--- src/rtl/dct_pkg.sv ---
package dct_pkg;

    localparam int CB_CONT  = 0;
    localparam int CB_ALT   = 1;
    localparam int CB_EXT   = 2;
    localparam int CB_PRE   = 3;
    localparam int CB_RTG   = 4;
    localparam int CB_MC    = 5;
    localparam int CB_IEN   = 6;
    localparam int CB_PHASE = 7;
    localparam int CB_INH   = 14;
    localparam int CB_RUN   = 15;

    localparam logic [1:0] SEL_CTRL  = 2'd0;
    localparam logic [1:0] SEL_CMPA  = 2'd1;
    localparam logic [1:0] SEL_CMPB  = 2'd2;
    localparam logic [1:0] SEL_COUNT = 2'd3;

    typedef enum logic [1:0] {
        ST_IDLE    = 2'd0,
        ST_PHASE_A = 2'd1,
        ST_PHASE_B = 2'd2
    } tmr_state_e;

    typedef struct packed {
        logic ien;
        logic rtg;
        logic pre;
        logic ext;
        logic alt;
        logic cont;
    } tmr_cfg_t;

endpackage

--- src/rtl/dct_pin_sync.sv ---
module dct_pin_sync #(
    parameter int STAGES = 2
) (
    input  logic clk,
    input  logic rst_n,
    input  logic pin,
    output logic level,
    output logic rise
);
    localparam int CHAIN = STAGES + 1;

    logic [CHAIN-1:0] sh_q;

    genvar g;
    generate
        for (g = 0; g < CHAIN; g++) begin : g_stage
            if (g == 0) begin : g_first
                always_ff @(posedge clk or negedge rst_n) begin
                    if (!rst_n) sh_q[g] <= 1'b0;
                    else        sh_q[g] <= pin;
                end
            end else begin : g_next
                always_ff @(posedge clk or negedge rst_n) begin
                    if (!rst_n) sh_q[g] <= 1'b0;
                    else        sh_q[g] <= sh_q[g-1];
                end
            end
        end
    endgenerate

    assign level = sh_q[STAGES-1];
    assign rise  = sh_q[STAGES-1] & ~sh_q[STAGES];

endmodule

--- src/rtl/dct_tick_sel.sv ---
module dct_tick_sel
    import dct_pkg::*;
#(
    parameter int DIV_LOG2 = 2
) (
    input  logic     clk,
    input  logic     rst_n,
    input  tmr_cfg_t cfg,
    input  logic     pre_tick,
    input  logic     pin_level,
    input  logic     pin_rise,
    output logic     tick,
    output logic     retrig
);
    logic [DIV_LOG2-1:0] div_q;
    logic                div_tick;
    logic                base;

    always_ff @(posedge clk or negedge rst_n) begin
        if (!rst_n) div_q <= '0;
        else        div_q <= div_q + 1'b1;
    end

    assign div_tick = &div_q;
    assign base     = cfg.pre ? pre_tick : div_tick;

    always_comb begin
        tick   = 1'b0;
        retrig = 1'b0;
        if (cfg.ext) begin
            tick = pin_rise;
        end else if (cfg.rtg) begin
            tick   = base;
            retrig = pin_rise;
        end else begin
            tick = base & pin_level;
        end
    end

    AST_DIV_GAP: assert property (@(posedge clk) disable iff (!rst_n)
        div_tick |=> !div_tick);

endmodule

--- src/rtl/dct_core.sv ---
module dct_core
    import dct_pkg::*;
#(
    parameter int W = 16
) (
    input  logic         clk,
    input  logic         rst_n,
    input  logic         wr_en,
    input  logic [1:0]   wr_sel,
    input  logic [W-1:0] wr_data,
    input  logic         tick,
    input  logic         retrig,
    input  logic         irq_ack,
    output tmr_cfg_t     cfg,
    output logic [W-1:0] cnt,
    output logic [W-1:0] cmp_a,
    output logic [W-1:0] cmp_b,
    output logic         running,
    output logic         phase_b,
    output logic         mc,
    output logic         irq,
    output logic         tc,
    output logic         tmr_out
);
    localparam logic [W-1:0] ONE = W'(1);

    tmr_state_e   st_q, st_d;
    tmr_cfg_t     cfg_q;
    logic [W-1:0] cnt_q, cmp_a_q, cmp_b_q, active_cmp;
    logic         mc_q, irq_q, tc_q;
    logic         wr_ctrl, key, run_req, step, hit, clr;

    assign wr_ctrl    = wr_en && (wr_sel == SEL_CTRL);
    assign key        = wr_ctrl && wr_data[CB_INH];
    assign run_req    = wr_data[CB_RUN];
    assign running    = (st_q != ST_IDLE);
    assign active_cmp = (st_q == ST_PHASE_B) ? cmp_b_q : cmp_a_q;
    assign clr        = running && !wr_en && retrig;
    assign step       = running && !wr_en && !retrig && tick;
    assign hit        = step && ((cnt_q + ONE) == active_cmp);

    // state register
    always_ff @(posedge clk or negedge rst_n) begin
        if (!rst_n) st_q <= ST_IDLE;
        else        st_q <= st_d;
    end

    // transitions
    always_comb begin
        st_d = st_q;
        unique case (st_q)
            ST_IDLE: begin
                if (key && run_req) st_d = ST_PHASE_A;          // enable
            end
            ST_PHASE_A: begin
                if (key && !run_req)  st_d = ST_IDLE;           // disable
                else if (hit) begin
                    if (cfg_q.alt)       st_d = ST_PHASE_B;     // swap
                    else if (!cfg_q.cont) st_d = ST_IDLE;       // finish
                end
            end
            ST_PHASE_B: begin
                if (key && !run_req)  st_d = ST_IDLE;           // disable
                else if (hit)         st_d = cfg_q.cont ? ST_PHASE_A : ST_IDLE; // wrap / finish
            end
            default: st_d = ST_IDLE;
        endcase
    end

    // datapath registers
    always_ff @(posedge clk or negedge rst_n) begin
        if (!rst_n) begin
            cfg_q   <= '0;
            cnt_q   <= '0;
            cmp_a_q <= '0;
            cmp_b_q <= '0;
            mc_q    <= 1'b0;
            irq_q   <= 1'b0;
            tc_q    <= 1'b0;
        end else begin
            tc_q <= hit;
            if (wr_ctrl) begin
                cfg_q.cont <= wr_data[CB_CONT];
                cfg_q.alt  <= wr_data[CB_ALT];
                cfg_q.ext  <= wr_data[CB_EXT];
                cfg_q.pre  <= wr_data[CB_PRE];
                cfg_q.rtg  <= wr_data[CB_RTG];
                cfg_q.ien  <= wr_data[CB_IEN];
            end
            if (wr_en && wr_sel == SEL_CMPA) cmp_a_q <= wr_data;
            if (wr_en && wr_sel == SEL_CMPB) cmp_b_q <= wr_data;
            if (wr_en && wr_sel == SEL_COUNT) cnt_q <= wr_data;
            else if (clr || hit)              cnt_q <= '0;
            else if (step)                    cnt_q <= cnt_q + ONE;
            if (hit)                                  mc_q <= 1'b1;
            else if (wr_ctrl && !wr_data[CB_MC])      mc_q <= 1'b0;
            if (hit && cfg_q.ien) irq_q <= 1'b1;
            else if (irq_ack)     irq_q <= 1'b0;
        end
    end

    // outputs
    always_comb begin
        cfg     = cfg_q;
        cnt     = cnt_q;
        cmp_a   = cmp_a_q;
        cmp_b   = cmp_b_q;
        phase_b = (st_q == ST_PHASE_B);
        mc      = mc_q;
        irq     = irq_q;
        tc      = tc_q;
        tmr_out = cfg_q.alt ? (st_q != ST_PHASE_B) : !tc_q;
    end

    AST_WRAP_ZERO: assert property (@(posedge clk) disable iff (!rst_n)
        tc_q |-> (cnt_q == '0));
    AST_ONESHOT_STOP: assert property (@(posedge clk) disable iff (!rst_n)
        tc_q && !$past(cfg_q.cont) && !$past(cfg_q.alt) |-> (st_q == ST_IDLE));
    AST_EN_KEEP: assert property (@(posedge clk) disable iff (!rst_n)
        wr_ctrl && !wr_data[CB_INH] |=> (running == $past(running)));
    AST_MC_STICKY: assert property (@(posedge clk) disable iff (!rst_n)
        mc_q && !(wr_ctrl && !wr_data[CB_MC]) |=> mc_q);
    AST_IRQ_HELD: assert property (@(posedge clk) disable iff (!rst_n)
        irq_q && !irq_ack |=> irq_q);
    AST_TC_CAUSE: assert property (@(posedge clk) disable iff (!rst_n)
        wr_en |=> !tc_q);

endmodule

--- src/rtl/dc_timer.sv ---
module dc_timer
    import dct_pkg::*;
#(
    parameter int W           = 16,
    parameter int SYNC_STAGES = 2,
    parameter int DIV_LOG2    = 2
) (
    input  logic         clk,
    input  logic         rst_n,
    input  logic         wr_en,
    input  logic [1:0]   wr_sel,
    input  logic [W-1:0] wr_data,
    input  logic [1:0]   rd_sel,
    output logic [W-1:0] rd_data,
    input  logic         tmr_in,
    input  logic         pre_tick,
    input  logic         irq_ack,
    output logic         tmr_out,
    output logic         irq,
    output logic         tc_pulse
);
    tmr_cfg_t     cfg;
    logic [W-1:0] cnt, cmp_a, cmp_b, ctrl_rd;
    logic         pin_level, pin_rise, tick, retrig;
    logic         running, phase_b, mc;

    dct_pin_sync #(.STAGES(SYNC_STAGES)) u_sync (
        .clk(clk), .rst_n(rst_n), .pin(tmr_in),
        .level(pin_level), .rise(pin_rise)
    );

    dct_tick_sel #(.DIV_LOG2(DIV_LOG2)) u_tick (
        .clk(clk), .rst_n(rst_n), .cfg(cfg), .pre_tick(pre_tick),
        .pin_level(pin_level), .pin_rise(pin_rise),
        .tick(tick), .retrig(retrig)
    );

    dct_core #(.W(W)) u_core (
        .clk(clk), .rst_n(rst_n), .wr_en(wr_en), .wr_sel(wr_sel),
        .wr_data(wr_data), .tick(tick), .retrig(retrig), .irq_ack(irq_ack),
        .cfg(cfg), .cnt(cnt), .cmp_a(cmp_a), .cmp_b(cmp_b),
        .running(running), .phase_b(phase_b), .mc(mc), .irq(irq),
        .tc(tc_pulse), .tmr_out(tmr_out)
    );

    always_comb begin
        ctrl_rd           = '0;
        ctrl_rd[CB_CONT]  = cfg.cont;
        ctrl_rd[CB_ALT]   = cfg.alt;
        ctrl_rd[CB_EXT]   = cfg.ext;
        ctrl_rd[CB_PRE]   = cfg.pre;
        ctrl_rd[CB_RTG]   = cfg.rtg;
        ctrl_rd[CB_MC]    = mc;
        ctrl_rd[CB_IEN]   = cfg.ien;
        ctrl_rd[CB_PHASE] = phase_b;
        ctrl_rd[CB_RUN]   = running;
    end

    always_comb begin
        unique case (rd_sel)
            SEL_CTRL:  rd_data = ctrl_rd;
            SEL_CMPA:  rd_data = cmp_a;
            SEL_CMPB:  rd_data = cmp_b;
            default:   rd_data = cnt;
        endcase
    end

endmodule

--- config.mk ---
export PLATFORM = sky130hd
export DESIGN_NAME = dc_timer
export DESIGN_NICKNAME = d
export VERILOG_FILES = /design/src/rtl/dct_pkg.sv /design/src/rtl/dct_pin_sync.sv /design/src/rtl/dct_tick_sel.sv /design/src/rtl/dct_core.sv /design/src/rtl/dc_timer.sv
export SDC_FILE = /design/constraint.sdc
export NUM_CORES = 1
export LEC_CHECK = 0
export ABC_CLOCK_PERIOD_IN_PS = 6700
export CAP_MARGIN = 10
export CORE_ASPECT_RATIO = 0.5
export CORE_MARGIN = 5
export CORE_UTILIZATION = 47
export CTS_CLUSTER_DIAMETER = 120
export CTS_CLUSTER_SIZE = 28
export DETAILED_ROUTE_END_ITERATION = 8
export PLACE_DENSITY = 0.68
export REMOVE_ABC_BUFFERS = 1
export SYNTH_ARGS = -nofsm -noshare
export SYNTH_HDL_FRONTEND = slang
export SYNTH_HIERARCHICAL = 1
export SYNTH_SLANG_ARGS = --single-unit
export TNS_END_PERCENT = 20
--- constraint.sdc ---
create_clock -name clk -period 6.7 [get_ports clk]
set_input_delay 1.005 -clock clk [delete_from_list [all_inputs] [get_ports clk]]
set_output_delay 1.005 -clock clk [all_outputs]
set_load 0.05 [all_outputs]
; After elaboration in Yosys (flattened, before gate mapping)
; Index checks and enable logic that the tools add are counted.
[word_totals]
register_bits = 64
in_bits = 26
output_inout_bits = 19
wordCells = 88
[op_classes]
add_sub_neg = 2
n_eq_ne = 13
mux = 24
bitwise_logic = 3
reduce_logical = 29
[op_table]
columns = op, n
row1 = 16-bit 2-to-1 mux, 4
row2 = 16-bit one-hot mux with 3 select lines, 1
row3 = "16-bit by 1-bit adder with 16-bit output, second input constant", 1
row4 = 16-bit equality test, 1
row5 = 1-bit logical AND, 14
row6 = 2-bit 2-to-1 mux, 7
row7 = 1-bit 2-to-1 mux, 11
row8 = "2-bit equality test, second input constant", 4
row9 = "2-bit by 1-bit equality test with 1-bit output, second input constant", 3
row10 = 2-bit zero test, 3
row11 = "3-bit by 1-bit != test with 1-bit output, second input constant", 2
row12 = 2-bit one-hot mux with 3 select lines, 1
row13 = 2-bit nonzero test, 3
row14 = 1-bit zero test, 5
row15 = "4-bit by 3-bit != test with 1-bit output, second input constant", 1
row16 = 4-bit AND reduction, 1
row17 = 3-bit nonzero test, 1
row18 = "2-bit by 1-bit adder with 2-bit output, second input constant", 1
row19 = 1-bit bitwise AND, 2
row20 = "2-bit by 1-bit != test with 1-bit output, second input constant", 1
row21 = "2-bit != test, second input constant", 1
row22 = 2-bit AND reduction, 1
row23 = 1-bit logical OR, 1
row24 = 1-bit NOT, 1

; Depth between registers and ports, before layout
; Gate-level depths: netlist of run 1.
[depth]
depth_word = 11
depth_mapped = 11
depth_no_buf = 9

; By module
; The synthesis of run 1 kept the hierarchy.
[by_module_without_submodules]
columns = module, instances, cells_per_inst, area_each_um2, seq_area_each_um2
row1 = dct_core, 1, 351, 3656.0, 1476.4
row2 = dc_timer, 1, 29, 439.2, 0.0
row3 = dct_tick_sel, 1, 10, 102.6, 50.0
row4 = dct_pin_sync, 1, 4, 88.8, 75.1

; Least setup slack after synthesis of run 1
; No wires, ideal clock.
[synth_path]
kind = input to output
startpoint = in rd_sel[0]
endpoint = out rd_data[0]
arrival_ps = 1923
required_time_ps = 5695
slack_ps = 3772
path_stages = 2
path_buffers = 1
path_cell_list = buf_6 -> mux4_1
[synth_via]
elab_chain_len = 2
elab_cells_between_ends = 4
classes_between = 2 x eq/ne / 1 x mux / 1 x reduce/logical
[synth_lines]
columns = element, line
row1 = start: declaration, dc_timer.sv:13  ; input logic [1:0] rd_sel,
row2 = "2-bit equality test, or another cell as far along", dc_timer.sv:60  ; unique case (rd_sel)
row3 = 16-bit one-hot mux with 3 select lines (*), dc_timer.sv:60
row4 = end: declaration, dc_timer.sv:14  ; output logic [W-1:0] rd_data,
; Every way passes the cells marked *; elsewhere a longest branch is shown, timed or not.

; Worst setup path after layout of run 1
[layout_path]
startpoint = in rd_sel[0]
endpoint = out rd_data[2]
; The elaborated chain is that of the path after synthesis.

==> summary.json, run 1 <==
{
  "outcome": {
    "outcome": "finished, final reports clean"
  },
  "critical_path": {
    "critical_path.reg2reg.startpoint": "u_tick/div_q[0]$_DFF_PN0_",
    "path_class": "in -> out",
    "timing.critical_path.max_delay_family": "buffers and inverters",
    "end_kind": "output port",
    "critPathMaxStageDelay_ns": 0.92,
    "cell_mode_on_critical_path": "sky130_fd_sc_hd__clkdlybuf4s50_1",
    "timing.reg2reg.setup_slack_ns": 3.01,
    "crit_required_ns": 5.69,
    "critPathSlowestCell": "sky130_fd_sc_hd__clkdlybuf4s50_1",
    "worstPathMaxFanout": 11,
    "worstPathBufferInverterCount": 3,
    "critical_path.startpoint": "rd_sel[0]",
    "path_cells": "clkdlybuf4s50_1 -> buf_4 -> mux4_1 -> clkdlybuf4s50_1",
    "start_kind": "input port",
    "arrival_ns": 3.59
  },
  "global_route": {
    "grt_start_max_net_pins": 65,
    "antenna_violations_before_repair": 0,
    "grt_use_total": 0.201,
    "grt_first_pass_wirelength_mm": 18.0,
    "via_count_of_the_first_global_routing_pass": 3251,
    "globalRouteOverflowTotal": 0
  },
  "logic_synthesis": {
    "synth.top_cells.by_area": "sky130_fd_sc_hd__dfrtp_1 37%, sky130_fd_sc_hd__mux2_2 10%, sky130_fd_sc_hd__mux2i_1 3.7%, sky130_fd_sc_hd__xnor2_1 3.7%, sky130_fd_sc_hd__mux4_1 3.1%",
    "yosys_warnings": 6,
    "yosys.area.top_type": "sky130_fd_sc_hd__dfrtp_1",
    "ys_types": 69,
    "yosys.area_share.xor_xnor": 0.0487,
    "synth_enable_flop_cells": 0,
    "synth_top_area_frac": 0.374,
    "ys_async_sr_fraction": 1.00,
    "avgSynthCellArea_um2": 10.9,
    "leading_register_cell_type_out_of_synthesis": "sky130_fd_sc_hd__dfrtp_1",
    "synth_compound_area_frac": 0.123,
    "synth_adder_area_share": 0.00584,
    "synth_simple_gate_area_frac": 0.178,
    "post_synth_instance_area_um2": 4290,
    "combinational_family_with_the_most_area_after_synthesis": "multiplexers",
    "synthesis.instances": 394,
    "synth.area.mux_share": 0.216,
    "synth-seq-area-share": 0.374,
    "yosys_register_bits": 64
  },
  "final_layout": {
    "fillers": 776,
    "layout-area-overhead-vs-synth_pct": 16.7,
    "finalNetCount": 455,
    "number_of_antenna_repair_diodes": 0,
    "multiInputGateArea_um2": 2450,
    "seq_area_um2": 1600,
    "post_layout_nonfiller_instances": 548,
    "layout.cell_area.non_filler_um2": 5000,
    "drive_above_1_share": 0.213
  },
  "cts": {
    "max-clock-path-buffers": 2,
    "holdBufCountCts": 0,
    "cts_tree": "yes",
    "cts.clk_slew.worst_paths_ns": 0.05,
    "post_cts_gate_resize_count": 0,
    "cts.htree.levels": 3,
    "cts_post_setup_buffers_inserted": 0,
    "clock_buffer_count_from_cts": 9,
    "insertion_delay_ns": 0.33,
    "cts.sinks": 64,
    "root_buffer_selected_by_cts": "sky130_fd_sc_hd__clkbuf_16"
  },
  "sta": {
    "worst_clock_skew_ns": 0.00651,
    "timing.fmax_mhz": 218,
    "setup_tns_ns": 0,
    "timing.final.crit_share": 0.686,
    "max-slew-margin-rel": 0.257,
    "post-route-min-period_ns": 4.59,
    "timing.final.hold_violations": 0,
    "final_count_of_negative_setup_slack_endpoints": 0,
    "drv_slew": 0,
    "worst_slew_pin_slew_ns": 1.11,
    "grt_setup_unrepaired": "no"
  },
  "power_and_ir_drop": {
    "power.density_nw_per_um2": 323,
    "irDropWorstVdd_uv": 170,
    "power.leakage_uw": 0.00195
  },
  "placed_design": {
    "finalWeightedCongestion": 0.886,
    "dp.final_hpwl_mm": 7.32,
    "dpl-instance-area_um2": 4680,
    "numPlacedInstances": 533,
    "count_of_port_buffers_added_during_placement": 44
  },
  "routing": {
    "first_pass_iteration_count_of_the_detailed_router": 5,
    "drt_wl_total_mm": 10.9,
    "drt-vias-per-instance": 6.00,
    "drtAntennaViolNets": 0,
    "vias": 3287,
    "routed_wire_length_per_instance_um": 19.9,
    "drtIter0Drc": 258,
    "drc": 0
  },
  "floorplan": {
    "floorplan.die.height_um": 77.5,
    "ioPinCount": 45,
    "placement_rows": 24,
    "die_area_um2": 11200,
    "die_w_um": 145,
    "floorplan.initialDensity": 0.487,
    "core_um2": 8800
  },
  "worst_hold_path": {
    "hp-class": "reg -> reg",
    "hold_path.startpoint": "u_sync/sh_q[0]$_DFF_PN0_"
  },
  "flow_run": {
    "count_of_maximum_capacitance_violations": 0
  }
}
-- registers in the layout, summed over array words and instances, names as in the netlist --
signal        count
u_core/cfg        6
u_core/cmp_a     16
u_core/cmp_b     16
u_core/cnt       16
u_core/irq        1
u_core/mc         1
u_core/st_q       2
u_core/tc         1
u_sync/level      1
u_sync/sh_q       2
u_tick/div_q      2
-- power by group --
group | internal, uW | switching (uW)
Sequential | 457 | 101
Combinational | 250 | 299
Clock | 343 | 168
-- logic make-up after synthesis --
logic type,count (synthesis)
compound gates,79
xor+xnor,23
fa+ha+maj,2
buf+inv,32
flops,64
mux,71
simple gates,123
-- final cells by class --
cell class	count	area share
clock buffers	12	0.0513
clock inverters	3	0.0130
inverters	7	0.00525
multi-input cells	298	0.489
flip-flops and latches	64	0.320
well taps	117	0.0293
repair buffers	47	0.0915
-- layer usage --
layer  up-vias  part of all wire  track usage
li1       1540                 -            -
met1      1608              0.49        0.303
met2       124              0.42        0.287
met3        15             0.072       0.0454
met4         0             0.019       0.0652
met5         -                 0            0
-- through the flow --
step                total power (uW)  worst slack (ns)  utilization  hold slack (ns)
floorplan                        943              3.65            -            0.331
global placement                1100              2.11        0.532            0.334
detailed placement              1110              2.10        0.532            0.336
CTS                             1630              2.08        0.569            0.349
global route                    1700              1.95        0.569            0.350
finish                          1620              2.11        0.569            0.347
-- synth_stat cells, types with 7 or more instances --
| master | number |
|---|---|
| sky130_fd_sc_hd__nor2_1 | 24 |
| sky130_fd_sc_hd__o22ai_1 | 7 |
| sky130_fd_sc_hd__o21ai_1 | 7 |
| sky130_fd_sc_hd__nand3_1 | 14 |
| sky130_fd_sc_hd__a22o_1 | 8 |
| sky130_fd_sc_hd__a21oi_1 | 20 |
| sky130_fd_sc_hd__nand4_1 | 7 |
| sky130_fd_sc_hd__dfrtp_1 | 64 |
| sky130_fd_sc_hd__clkbuf_1 | 7 |
| sky130_fd_sc_hd__xnor2_1 | 18 |
| sky130_fd_sc_hd__inv_1 | 7 |
| sky130_fd_sc_hd__nand2_1 | 28 |
| sky130_fd_sc_hd__o21ai_0 | 10 |
| sky130_fd_sc_hd__mux2i_1 | 16 |
| sky130_fd_sc_hd__a31oi_1 | 7 |
| sky130_fd_sc_hd__mux2_2 | 38 |
| sky130_fd_sc_hd__buf_6 | 7 |
-- placed cells by master, fill, tap and decap left out, types with 3 or more instances in the layout --
cell type,n
sky130_fd_sc_hd__a32o_1,3
sky130_fd_sc_hd__mux4_2,4
sky130_fd_sc_hd__mux4_1,5
sky130_fd_sc_hd__nand4_1,7
sky130_fd_sc_hd__nand3_1,14
sky130_fd_sc_hd__mux2i_1,16
sky130_fd_sc_hd__a22o_1,8
sky130_fd_sc_hd__clkbuf_16,9
sky130_fd_sc_hd__nand3b_1,4
sky130_fd_sc_hd__nor3_2,4
sky130_fd_sc_hd__inv_1,7
sky130_fd_sc_hd__mux2_2,38
sky130_fd_sc_hd__o21ai_1,7
sky130_fd_sc_hd__o31ai_1,4
sky130_fd_sc_hd__o21ai_0,10
sky130_fd_sc_hd__mux2_4,6
sky130_fd_sc_hd__buf_4,3
sky130_fd_sc_hd__xnor2_1,18
sky130_fd_sc_hd__dfrtp_1,64
sky130_fd_sc_hd__clkdlybuf4s50_1,43
sky130_fd_sc_hd__xor2_1,4
sky130_fd_sc_hd__nand4b_1,3
sky130_fd_sc_hd__a31oi_1,7
sky130_fd_sc_hd__nor2_1,24
sky130_fd_sc_hd__nand2_1,28
sky130_fd_sc_hd__o22ai_1,7
sky130_fd_sc_hd__a21oi_1,20
sky130_fd_sc_hd__nand2b_1,6
sky130_fd_sc_hd__nor3_1,6
-- final timing paths --
path	end	cells past startpoint
setup / recovery	rd_data[2]	4
hold / removal	u_sync/level$_DFF_PN0_	0
setup reg to reg	u_core/cnt[9]$_DFFE_PN0P_	8
hold reg to reg	u_sync/level$_DFF_PN0_	0
max in group asynchronous	u_core/cmp_a[12]$_DFFE_PN0P_	2
min in group asynchronous	u_core/cmp_a[4]$_DFFE_PN0P_	2
Power figures use the tool's default switching activity.
==> run 2, diff against run 1 <==
ABC_CLOCK_PERIOD_IN_PS = 3800   (was 6700)
PLACE_DENSITY = 0.71   (was 0.68)
clock period = 3.8 ns   (was 6.7 ns; I/O delays follow)
==> run 2 against run 1 <==
  * Flip-flop and latch count is the same
  * Core utilization grew 0.92 points
  * Die area is the same
  * Combinational power grew 86%
  * Final area grew 1.6%
  * Critical path depth grew 5
  * Global-route usage shrank 0.12 points
  * Via count grew 5.3%
  * Count of clock-buffer cells in the layout shrank 3
  * Register-to-register slack lost 2.2 ns
  * Critical path type is now reg -> reg
  * Setup slack lost 1.3 ns
  * Cell count grew 2.2%
==> summary.json, run 2 (synthesized netlist as in run 1, its figures left out) <==
{
  "outcome": {
    "outcome": "finished, final reports clean"
  },
  "sta": {
    "drv_slew": 0,
    "max-slew-margin-rel": 0.386,
    "worst_slew_pin_slew_ns": 0.921,
    "timing.final.crit_share": 0.778,
    "grt_setup_unrepaired": "no",
    "timing.final.hold_violations": 0,
    "setup_tns_ns": 0,
    "final_count_of_negative_setup_slack_endpoints": 0,
    "worst_clock_skew_ns": 0.00700,
    "timing.fmax_mhz": 338,
    "smallest_setup_slack_after_layout_ns": 0.844,
    "post-route-min-period_ns": 2.96
  },
  "final_layout": {
    "layout.cell_area.non_filler_um2": 5080,
    "most-common-layout-cells": "64 x sky130_fd_sc_hd__dfrtp_1, 38 x sky130_fd_sc_hd__mux2_2, 28 x sky130_fd_sc_hd__nand2_1, 27 x sky130_fd_sc_hd__clkdlybuf4s50_1, 24 x sky130_fd_sc_hd__nor2_1",
    "number_of_antenna_repair_diodes": 0,
    "drive_above_1_share": 0.273,
    "layout.cells.most_common": "sky130_fd_sc_hd__dfrtp_1",
    "finalNetCount": 466,
    "layout-area-overhead-vs-synth_pct": 18.6,
    "post_layout_nonfiller_instances": 560
  },
  "power_and_ir_drop": {
    "sequentialPowerShare": 0.357,
    "comb_power_share": 0.370,
    "clockPowerShare": 0.273,
    "power.share.switching": 0.380,
    "power.leakage_uw": 0.00202,
    "p_sw_uw": 1050,
    "internal_power_uw": 1710,
    "irDropWorstVdd_uv": 247,
    "power.density_nw_per_um2": 544
  },
  "placed_design": {
    "dp.final_hpwl_mm": 7.87,
    "numPlacedInstances": 544,
    "finalWeightedCongestion": 0.940,
    "dpl-instance-area_um2": 4810,
    "count_of_port_buffers_added_during_placement": 44,
    "pre_cts_slack_ns": 0.723
  },
  "worst_hold_path": {
    "hold_path.startpoint": "u_sync/sh_q[0]$_DFF_PN0_",
    "hp-class": "reg -> reg",
    "worst_hold_path.endpoint": "u_sync/level$_DFF_PN0_",
    "hold_path_depth": 0
  },
  "cts": {
    "root_buffer_selected_by_cts": "sky130_fd_sc_hd__clkbuf_16",
    "cts_post_setup_buffers_inserted": 0,
    "cts.clk_slew.worst_paths_ns": 0.05,
    "clock_buffer_count_from_cts": 9,
    "max-clock-path-buffers": 2,
    "holdBufCountCts": 0,
    "cts_tree": "yes",
    "insertion_delay_ns": 0.34,
    "cts.htree.levels": 3,
    "cts.sinks": 64,
    "post_cts_gate_resize_count": 0
  },
  "routing": {
    "drtIter0Drc": 413,
    "drtAntennaViolNets": 0,
    "drt-vias-per-instance": 6.18,
    "drc": 0,
    "first_pass_iteration_count_of_the_detailed_router": 5,
    "vias": 3460,
    "drt_wl_total_mm": 11.0,
    "routed_wire_length_per_instance_um": 19.7
  },
  "global_route": {
    "globalRouteOverflowTotal": 0,
    "via_count_of_the_first_global_routing_pass": 3291,
    "grt_start_max_net_pins": 41,
    "antenna_violations_before_repair": 0,
    "grt_use_total": 0.200,
    "grt_first_pass_wirelength_mm": 18.0
  },
  "critical_path": {
    "end_kind": "flop",
    "reg2regPathDepth": 9,
    "start_kind": "flop",
    "timing.reg2reg.setup_slack_ns": 0.84,
    "critical_path.reg2reg.startpoint": "u_core/cnt[0]$_DFFE_PN0P_",
    "path_class": "reg -> reg",
    "arrival_ns": 3.20,
    "worstPathMaxFanout": 11,
    "crit_required_ns": 4.04,
    "rr_endpoint": "u_core/cnt[11]$_DFFE_PN0P_"
  },
  "floorplan": {
    "ioPinCount": 45,
    "floorplan.initialDensity": 0.487,
    "placement_rows": 24,
    "floorplan.die.height_um": 77.5,
    "die_area_um2": 11200,
    "die_w_um": 145,
    "core_um2": 8800
  },
  "flow_run": {
    "count_of_maximum_capacitance_violations": 0
  }
}
==> run 2: changes by cell type in the layout (fill, tap and decap cells not counted), sizes merged <==
cell           previous run  this run
buf                       4        31
clkdlybuf4s50            43        27
clkbuf                   12         9
clkinv                    1         4
bufinv                    2         0
clkinvlp                  0         2
inv                       7         8
==> run 2: power groups by stage <==
stage / sequential, uW / combinational, uW / clock, uW
after floorplan: 943 / 721 / 0
after global placement: 987 / 991 / 0
after detailed placement: 996 / 1000 / 0
after CTS: 984 / 1010 / 770
after global routing: 1010 / 1090 / 801
final: 989 / 1020 / 754
==> run 2: routing by layer <==
layer | global-route usage | wire length [um]
met4 | 0.0587 | 199
met3 | 0.0547 | 731
met1 | 0.288 | 5260
met5 | 0 | 0
met2 | 0.297 | 4830
==> run 2: critical path, cell delays in order, from the launching register on <==
cell and delay [ns]:
sky130_fd_sc_hd__dfrtp_1 0.52, sky130_fd_sc_hd__ha_1 0.31, sky130_fd_sc_hd__nand3_1 0.32, sky130_fd_sc_hd__a21oi_1 0.25, sky130_fd_sc_hd__nor2_1 0.06, sky130_fd_sc_hd__a221o_1 0.34, sky130_fd_sc_hd__o21ai_0 0.26, sky130_fd_sc_hd__and4b_1 0.34
sky130_fd_sc_hd__buf_4 0.23, sky130_fd_sc_hd__o31ai_1 0.22
==> run 2: cell type report <==
class	instances	area, um^2
clock buffers	9	225
repair buffers	58	588
flip-flops and latches	64	1600
multi-input cells	298	2450
inverters	7	26.3
well taps	117	146
clock inverters	7	47.5
fillers	740	3710
==> run 2: per-stage QoR <==
step	util	total power [uW]	hold slack [ns]
after global placement	0.547	1980	0.333
after global routing	0.578	2900	0.352
after detailed placement	0.547	2000	0.337
final	0.578	2770	0.351
after floorplan	-	1660	0.274
after CTS	0.578	2760	0.350
==> run 2: how the worst max path moves through the flow <==
stage | from | to | cells after the start
floorplan | u_core/st_q[0]$_DFFE_PN0P_ | u_core/st_q[1]$_DFFE_PN0P_ | 8
global placement | wr_en | u_core/cnt[11]$_DFFE_PN0P_ | 8
detailed placement | wr_en | u_core/cnt[9]$_DFFE_PN0P_ | 8
CTS | u_core/cnt[0]$_DFFE_PN0P_ | u_core/cnt[11]$_DFFE_PN0P_ | 9
global route | u_core/st_q[0]$_DFFE_PN0P_ | u_core/cnt[9]$_DFFE_PN0P_ | 10
finish | u_core/cnt[0]$_DFFE_PN0P_ | u_core/cnt[11]$_DFFE_PN0P_ | 9
